[config.mk]
export PLATFORM = sky130hd
export DESIGN_NAME = rx_irq_coalescer
export DESIGN_NICKNAME = d
export VERILOG_FILES = /design/src/rtl/rx_irq_pkg.sv /design/src/rtl/rx_queue_tally.sv /design/src/rtl/rx_wait_timer.sv /design/src/rtl/rx_thresh_cmp.sv /design/src/rtl/rx_irq_coalescer.sv
export SDC_FILE = /design/constraint.sdc
export NUM_CORES = 1
export LEC_CHECK = 0
export CAP_MARGIN = 0
export CORE_MARGIN = 10
export CORE_UTILIZATION = 30
export DETAILED_ROUTE_END_ITERATION = 7
export GPL_TIMING_DRIVEN = 0
export PLACE_DENSITY_LB_ADDON = 0.15
export SLEW_MARGIN = 20
export SYNTH_ARGS = -nofsm -noshare
export SYNTH_HDL_FRONTEND = slang
export SYNTH_SLANG_ARGS = --single-unit
[constraint.sdc]
create_clock -name clk -period 10.7 [get_ports clk]
set_input_delay 1.07 -clock clk [delete_from_list [all_inputs] [get_ports clk]]
set_output_delay 1.07 -clock clk [all_outputs]
set_load 0.05 [all_outputs]
[src/rtl/rx_irq_pkg.sv]
// Package rx_irq_pkg
// Purpose: types shared by the receive interrupt threshold unit.
// Assumes: nothing beyond IEEE 1800-2017.
package rx_irq_pkg;

    // Position of each trigger in the combined trigger vector
    typedef enum int unsigned {
        TRIG_FRAME = 0,
        TRIG_BYTE  = 1,
        TRIG_TIME  = 2
    } trig_idx_e;

    localparam int NUM_TRIG = 3;

endpackage

[src/rtl/rx_queue_tally.sv]
// Module rx_queue_tally
// Purpose: keeps the number of queued frames and queued bytes, from the
//          store and release events reported by the queue logic.
// Assumes: at most one store and one release per cycle. A release while
//          the frame count is zero is ignored. Both counts saturate, and
//          the byte count clamps at zero.
module rx_queue_tally #(
    parameter int FRAME_W = 8,
    parameter int BYTE_W  = 16,
    parameter int LEN_W   = 11
) (
    input  logic               clk,
    input  logic               rst_n,
    input  logic               enq_valid,
    input  logic [LEN_W-1:0]   enq_len,
    input  logic               deq_valid,
    input  logic [LEN_W-1:0]   deq_len,
    output logic [FRAME_W-1:0] frame_cnt,
    output logic [BYTE_W-1:0]  byte_cnt,
    output logic               busy_nxt
);

    localparam int                 SUM_W     = BYTE_W + 1;
    localparam logic [FRAME_W-1:0] FRAME_MAX = {FRAME_W{1'b1}};
    localparam logic [SUM_W-1:0]   BYTE_MAX  = {1'b0, {BYTE_W{1'b1}}};

    logic               deq_ok;
    logic [FRAME_W-1:0] frame_nxt;
    logic [SUM_W-1:0]   byte_add;
    logic [SUM_W-1:0]   byte_sub;
    logic [SUM_W-1:0]   byte_mid;
    logic [BYTE_W-1:0]  byte_nxt;

    // A release counts only when a frame is actually queued
    assign deq_ok = deq_valid && (frame_cnt != '0);

    // Next frame count: up, down or hold, saturating at the top
    always_comb begin
        frame_nxt = frame_cnt;
        case ({enq_valid, deq_ok})
            2'b10:   frame_nxt = (frame_cnt == FRAME_MAX) ? frame_cnt : frame_cnt + 1'b1;
            2'b01:   frame_nxt = frame_cnt - 1'b1;
            default: frame_nxt = frame_cnt;
        endcase
    end

    // Next byte count: add the stored length, subtract the released one, clamp
    always_comb begin
        byte_add = {1'b0, byte_cnt} + (enq_valid ? {{(SUM_W-LEN_W){1'b0}}, enq_len} : '0);
        byte_sub = deq_ok ? {{(SUM_W-LEN_W){1'b0}}, deq_len} : '0;
        byte_mid = (byte_add < byte_sub) ? '0 : (byte_add - byte_sub);
        byte_nxt = (byte_mid > BYTE_MAX) ? BYTE_MAX[BYTE_W-1:0] : byte_mid[BYTE_W-1:0];
    end

    // Tells the wait timer whether the queue will hold frames after this edge
    assign busy_nxt = (frame_nxt != '0);

    // Count registers
    always_ff @(posedge clk) begin
        if (!rst_n) begin
            frame_cnt <= '0;
            byte_cnt  <= '0;
        end else begin
            frame_cnt <= frame_nxt;
            byte_cnt  <= byte_nxt;
        end
    end

    // A release on an empty queue leaves the count at zero
    assert_no_underflow_R1: assert property (@(posedge clk) disable iff (!rst_n)
        (deq_valid && !enq_valid && frame_cnt == '0) |=> (frame_cnt == '0));

    // A lone store below the top adds exactly one frame
    assert_store_counts_R1: assert property (@(posedge clk) disable iff (!rst_n)
        (enq_valid && !deq_valid && frame_cnt != FRAME_MAX) |=> (frame_cnt == $past(frame_cnt) + 1'b1));

    // A store with no release never lowers the byte count
    assert_bytes_grow_R2: assert property (@(posedge clk) disable iff (!rst_n)
        (enq_valid && !deq_valid) |=> (byte_cnt >= $past(byte_cnt)));

endmodule

[src/rtl/rx_wait_timer.sv]
// Module rx_wait_timer
// Purpose: measures in microsecond ticks how long the receive queue has
//          held frames without becoming empty.
// Assumes: busy_nxt gives the queue state after the current edge, and
//          busy_now gives the state before it. A tick only counts while
//          frames were already waiting.
module rx_wait_timer #(
    parameter int TIME_W = 16
) (
    input  logic              clk,
    input  logic              rst_n,
    input  logic              us_tick,
    input  logic              busy_now,
    input  logic              busy_nxt,
    output logic [TIME_W-1:0] wait_cnt
);

    localparam logic [TIME_W-1:0] WAIT_MAX = {TIME_W{1'b1}};

    // Clear on an empty queue, step on a tick while busy, hold at the top
    always_ff @(posedge clk) begin
        if (!rst_n) begin
            wait_cnt <= '0;
        end else if (!busy_nxt) begin
            wait_cnt <= '0;
        end else if (us_tick && busy_now && wait_cnt != WAIT_MAX) begin
            wait_cnt <= wait_cnt + 1'b1;
        end
    end

    // Without a tick, the timer of a busy queue does not move
    assert_hold_without_tick_R5: assert property (@(posedge clk) disable iff (!rst_n)
        (busy_nxt && !us_tick) |=> $stable(wait_cnt));

    // Once the queue is empty, the timer reads zero
    assert_zero_when_empty_R5: assert property (@(posedge clk) disable iff (!rst_n)
        (!busy_nxt) |=> (wait_cnt == '0));

endmodule

[src/rtl/rx_thresh_cmp.sv]
// Module rx_thresh_cmp
// Purpose: compares a queue figure against its limit and registers the
//          result as a level status flag.
// Assumes: STRICT = 1 fires when the level is above the limit. STRICT = 0
//          also fires when the level equals the limit. The flag is 0
//          while the enable is off.
module rx_thresh_cmp #(
    parameter int W      = 16,
    parameter bit STRICT = 1'b1
) (
    input  logic         clk,
    input  logic         rst_n,
    input  logic         en,
    input  logic [W-1:0] level,
    input  logic [W-1:0] thr,
    output logic         hit
);

    logic over;

    // Pick the comparison rule for this trigger
    generate
        if (STRICT) begin : g_strict
            assign over = (level > thr);
        end else begin : g_inclusive
            assign over = (level >= thr);
        end
    endgenerate

    // Register the gated comparison as the status flag
    always_ff @(posedge clk) begin
        if (!rst_n) begin
            hit <= 1'b0;
        end else begin
            hit <= en && over;
        end
    end

    // The flag is only ever raised by an enabled trigger
    assert_hit_needs_enable_R6: assert property (@(posedge clk) disable iff (!rst_n)
        hit |-> $past(en));

endmodule

[src/rtl/rx_irq_coalescer.sv]
// Module rx_irq_coalescer
// Purpose: counts queued frames, bytes and wait time, runs three separately
//          enabled threshold triggers, and merges them into one sticky,
//          write-1-to-clear receive-interrupt status bit and a gated pin.
// Assumes: the queue logic reports each store and release once, together
//          with its length. us_tick is a one-cycle pulse. irq_clr is a
//          one-cycle strobe from the register decode.
module rx_irq_coalescer
    import rx_irq_pkg::*;
#(
    parameter int FRAME_W = 8,
    parameter int BYTE_W  = 16,
    parameter int TIME_W  = 16,
    parameter int LEN_W   = 11
) (
    input  logic               clk,
    input  logic               rst_n,
    input  logic               enq_valid,
    input  logic [LEN_W-1:0]   enq_len,
    input  logic               deq_valid,
    input  logic [LEN_W-1:0]   deq_len,
    input  logic               us_tick,
    input  logic [FRAME_W-1:0] frame_thr,
    input  logic [BYTE_W-1:0]  byte_thr,
    input  logic [TIME_W-1:0]  time_thr,
    input  logic               frame_en,
    input  logic               byte_en,
    input  logic               time_en,
    input  logic               irq_en,
    input  logic               irq_clr,
    output logic [FRAME_W-1:0] frame_level,
    output logic [BYTE_W-1:0]  byte_level,
    output logic [TIME_W-1:0]  wait_level,
    output logic               frame_hit,
    output logic               byte_hit,
    output logic               time_hit,
    output logic               irq_stat,
    output logic               irq_out
);

    logic                busy_nxt;
    logic [NUM_TRIG-1:0] hits;

    // Frame and byte counts
    rx_queue_tally #(
        .FRAME_W (FRAME_W),
        .BYTE_W  (BYTE_W),
        .LEN_W   (LEN_W)
    ) u_tally (
        .clk       (clk),
        .rst_n     (rst_n),
        .enq_valid (enq_valid),
        .enq_len   (enq_len),
        .deq_valid (deq_valid),
        .deq_len   (deq_len),
        .frame_cnt (frame_level),
        .byte_cnt  (byte_level),
        .busy_nxt  (busy_nxt)
    );

    // Time the queue has been non-empty
    rx_wait_timer #(
        .TIME_W (TIME_W)
    ) u_timer (
        .clk      (clk),
        .rst_n    (rst_n),
        .us_tick  (us_tick),
        .busy_now (frame_level != '0),
        .busy_nxt (busy_nxt),
        .wait_cnt (wait_level)
    );

    // Frame trigger: fires on reaching the limit
    rx_thresh_cmp #(
        .W      (FRAME_W),
        .STRICT (1'b0)
    ) u_cmp_frame (
        .clk   (clk),
        .rst_n (rst_n),
        .en    (frame_en),
        .level (frame_level),
        .thr   (frame_thr),
        .hit   (frame_hit)
    );

    // Byte trigger: fires past the limit
    rx_thresh_cmp #(
        .W      (BYTE_W),
        .STRICT (1'b1)
    ) u_cmp_byte (
        .clk   (clk),
        .rst_n (rst_n),
        .en    (byte_en),
        .level (byte_level),
        .thr   (byte_thr),
        .hit   (byte_hit)
    );

    // Wait-time trigger: fires past the limit
    rx_thresh_cmp #(
        .W      (TIME_W),
        .STRICT (1'b1)
    ) u_cmp_time (
        .clk   (clk),
        .rst_n (rst_n),
        .en    (time_en),
        .level (wait_level),
        .thr   (time_thr),
        .hit   (time_hit)
    );

    // Gather the trigger flags into one vector
    always_comb begin
        hits             = '0;
        hits[TRIG_FRAME] = frame_hit;
        hits[TRIG_BYTE]  = byte_hit;
        hits[TRIG_TIME]  = time_hit;
    end

    // Sticky status: a clear request loses to an active trigger
    always_ff @(posedge clk) begin
        if (!rst_n) begin
            irq_stat <= 1'b0;
        end else begin
            irq_stat <= (irq_stat && !irq_clr) || (|hits);
        end
    end

    // Interrupt pin follows the status while enabled
    assign irq_out = irq_stat && irq_en;

    // Any trigger flag raises the status on the next edge
    assert_trigger_sets_R7: assert property (@(posedge clk) disable iff (!rst_n)
        (|hits) |=> irq_stat);

    // Without a clear, the status holds
    assert_sticky_R7: assert property (@(posedge clk) disable iff (!rst_n)
        (irq_stat && !irq_clr) |=> irq_stat);

    // A clear with no active trigger takes effect
    assert_clear_works_R8: assert property (@(posedge clk) disable iff (!rst_n)
        (irq_clr && !(|hits)) |=> !irq_stat);

    // The status only drops after a clear request
    assert_fall_needs_clear_R8: assert property (@(posedge clk) disable iff (!rst_n)
        $fell(irq_stat) |-> $past(irq_clr));

endmodule

==> impl_metrics.env <==
export IMPL_status="completed"
export IMPL_syn_area_mm2=0.004429
export IMPL_cp_cell_sequence="clkdlybuf4s50_1 -> clkbuf_1 -> and2_1 -> ha_1 -> inv_1 -> fa_1 -> nor2b_4 -> o31a_1 -> or2_2 -> or3_1 -> a21oi_1 -> o21bai_1 -> a21oi_1 -> xnor2_1 -> ha_1 -> a21oi_1 -> o211ai_2 -> a211oi_2 -> mux2i_1 -> buf_6 -> o21a_1"
export IMPL_max_slew_margin_rel_pct=49.74
export IMPL_period_minus_slack_ns=6.063
export IMPL_crit_fanout=10
export IMPL_rsz0062_at_grt="no"
export IMPL_grt_pass1_vias=4487
export IMPL_die_x_um=141.5
export IMPL_antenna_found_initial=0
export IMPL_fin_nets=833
export IMPL_async_flop_share_pct=0
export IMPL_cts_sinks=44
export IMPL_synth_xor_area_share_pct=6.921
export IMPL_synth_fa_ha_area_share_pct=19.83
export IMPL_worst_setup_path_end_kind="flop"
export IMPL_cts_buffers=5
export IMPL_dp_hpwl_mm=11.55
export IMPL_finalClockSkew_ns=0.009661
export IMPL_die_area_mm2=0.02002
export IMPL_wirelength_mm=13.79
export IMPL_cts_hold_buffers_added=0
export IMPL_core_area_mm2=0.01448
export IMPL_worst_slew_pin_slew_ns=0.7330
export IMPL_power_density_mw_per_mm2=258.0
export IMPL_power_leakage_nw=2.637
export IMPL_synth_flop_cell="dfxtp_1"
export IMPL_ioPinCount=117
export IMPL_grt_pass1_wl_mm=22.52
export IMPL_cpPeakStageDelay_ns=0.66
export IMPL_gp_congestion=0.8189
export IMPL_htreeDepth=2
export IMPL_cts_tree="done"
export IMPL_endpoint="u_tally.byte_cnt[2]$_SDFF_PN0_"
export IMPL_io_buffers=116
export IMPL_timing_rr_start="u_tally.frame_cnt[0]$_SDFF_PN0_"
export IMPL_fin_cells=876
export IMPL_hold_viol_final=0
export IMPL_post_route_period_util_pct=56.66
export IMPL_yosysWarnings=0
export IMPL_syn_nets=710
export IMPL_rows=44
export IMPL_postRouteAntennaNets=0
export IMPL_vias=4362
export IMPL_drv_slew=0
export IMPL_setup_ws_ns=4.637
export IMPL_critical_path_cell_count=21
export IMPL_crit_path_start_kind="input pin"
export IMPL_wl_per_cell_um=15.75
export IMPL_diodes=0
export IMPL_synthSimpleGateAreaFrac_pct=21.21
export IMPL_pre_cts_ws_ns=4.290
export IMPL_rr_endpoint="u_timer.wait_cnt[11]$_SDFFE_PN0P_"
export IMPL_yosys_area_top_type="dfxtp_1"
export IMPL_synth_edff_count=0
export IMPL_drt_initial_drc_count=214
export IMPL_cts_clk_slew_worst_paths_ns=0.06
export IMPL_critPathLaunch="enq_valid"
export IMPL_fill_cells=1546
export IMPL_synth_area_per_cell_um2=7.784
export IMPL_post_cts_resized=0
export IMPL_overflow=0
export IMPL_synthDistinctLibCells=58
export IMPL_synth_compound_area_share_pct=23.33
export IMPL_ctsLongestPathBuffers=2
export IMPL_drt_pass1_iterations=5
export IMPL_drive_gt1_share_pct=4.191
export IMPL_muxShareOfSynthArea_pct=1.723
export IMPL_setup_violations=0
export IMPL_setup_tns_ns=0
export IMPL_cp_num_buf_inv=4
export IMPL_worstSetupPathType="input pin to flop"
export IMPL_dp_cells=869
export IMPL_max_freq_mhz=164.9
export IMPL_drv_cap=0
export IMPL_path_common_cell="a21oi_1"
export IMPL_vias_per_cell=4.979
export IMPL_drc=0
export IMPL_fp_dieH_um=141.5
export IMPL_synthTopCellsByArea="dfxtp_1 20%, ha_1 19%, nor2_1 5.1%"
export IMPL_clock_root_buffer="clkbuf_16"
export IMPL_track_usage_pct=13.53
export IMPL_arrival_ns=6.29
export IMPL_ys_seq_area_share_pct=19.89
export IMPL_slowest_stage="mux2i_1"
export IMPL_initial_core_util_pct=30.59
export IMPL_reg2regPathDepth=16
export IMPL_ys_ff_latch=44
export IMPL_post_cts_buffers=0
export IMPL_clk_latency_ns=0.29
export IMPL_yosysTopAreaCellShare_pct=19.89
export IMPL_syn_inst=569
export IMPL_hp_class="flop to flop"
export IMPL_irDropWorstVdd_mv=0.07436
export IMPL_rrSetupSlack_ns=5.87
export IMPL_grt_max_degree=13
export IMPL_crit_family="compound AO/OA/AOI/OAI gates"
export IMPL_synthToLayoutAreaGrowth_pct=34.44
export IMPL_synth_top_family_by_area="compound AO/OA/AOI/OAI gates"
export IMPL_cp_required_ns=10.93
## how the worst min path moves through the flow
| stage | start | to | slack [ns] | depth (start not counted) |
|---|---|---|---|---|
| 2_1_floorplan | irq_stat$_SDFF_PN0_ | irq_stat$_SDFF_PN0_ | 0.70 | 2 |
| 3_3_place_gp | irq_stat$_SDFF_PN0_ | irq_stat$_SDFF_PN0_ | 0.48 | 2 |
| 3_5_place_dp | irq_stat$_SDFF_PN0_ | irq_stat$_SDFF_PN0_ | 0.48 | 2 |
| 4_1_cts | irq_stat$_SDFF_PN0_ | irq_stat$_SDFF_PN0_ | 0.50 | 2 |
| 5_1_grt | irq_stat$_SDFF_PN0_ | irq_stat$_SDFF_PN0_ | 0.53 | 2 |
| 6_report | irq_stat$_SDFF_PN0_ | irq_stat$_SDFF_PN0_ | 0.49 | 2 |
## layout by cell type, fill, tap and decap left out, types with 4 or more instances in the layout
cell type	n
clkdlybuf4s50_1	116
ha_1	67
nor2_1	60
inv_1	59
dfxtp_1	44
nand2_1	34
a21oi_1	33
o21a_1	25
xnor2_1	22
and2_1	18
a21o_1	18
nand4_1	17
clkbuf_1	16
o21ai_0	14
xor2_1	13
nand3_1	13
nor3_1	10
and3_1	8
nand2b_1	8
nor2b_1	8
o211ai_1	6
mux2_2	5
clkbuf_16	5
buf_2	4
a31oi_1	4
o21bai_1	4
a211oi_1	4
nor4_1	4
## cells in the mapped netlist, drive strengths merged, types with 6 or more instances
master  number
ha          67
dfxtp       44
xor2        13
and3         8
a21oi       34
clkbuf      16
a21o        18
o211ai       7
nand2b       8
a211oi       6
nor2b        9
nand2       34
o21ai       14
nor2        60
and2        18
nand3       13
xnor2       22
nand4       17
o21a        25
inv         59
nor3        10
## worst min-delay path, delay by kind of cell (launching register included)
family / cells / cell delay [ns]
compound gates: 1 / 0.05
simple gates: 1 / 0.07
flops: 1 / 0.32
## area by class of cell
class                   instances  area, um2  share of cell area, %
multi-input cells             445       3234                  54.32
repair buffers                116       1161                  19.50
flip-flops and latches         44      880.8                  14.79
well taps                     184      230.2                  3.866
inverters                      59      221.5                  3.719
clock buffers                   6      128.9                  2.164
plain buffers                  21      92.59                  1.555
clock inverters                 1      5.005                0.08405
## registers in the layout (all words and copies together) (netlist names)
signal / cells
u_tally.byte_cnt: 16
u_cmp_frame.hit: 1
u_cmp_time.hit: 1
u_timer.wait_cnt: 16
u_tally.frame_cnt: 8
u_cmp_byte.hit: 1
irq_stat: 1
## per-stage QoR
| stage | utilization (%) | instance area, um2 | hold WS, ns | power (W) |
|---|---|---|---|---|
| floorplan | - | 4429 | 0.6969 | 0.001099 |
| global placement | 40.20 | 5821 | 0.4784 | 0.001375 |
| detailed placement | 40.20 | 5821 | 0.4846 | 0.001390 |
| CTS | 41.13 | 5954 | 0.4983 | 0.001548 |
| global route | 41.13 | 5954 | 0.5315 | 0.001683 |
| finish | 41.13 | 5954 | 0.4919 | 0.001536 |
## where the power goes
group          internal [W]  total (W)  leakage, nW  switching [W]
Sequential         0.000201   0.000246        0.358      0.0000449
Clock             0.0000849   0.000147       0.0667      0.0000623
Combinational      0.000481    0.00114         2.21       0.000663
## routing by layer
layer / up-vias / share of wire, % / GRT usage (%)
met4: 0 / 0.70 / 2.582
met2: 89 / 50 / 24.34
met5: - / 0 / 0
li1: 2260 / - / -
met3: 5 / 5.0 / 3.004
met1: 2008 / 44 / 16.07
## logic make-up after synthesis
logic type / Yosys count
AOI/OAI and AO/OA: 144
xor gates and xnor gates: 35
adders and majority gates: 69
buffers and inverters: 80
DFF: 44
muxes: 7
and+or+nand+nor: 190
No activity file was read; power rests on OpenSTA's default activity.
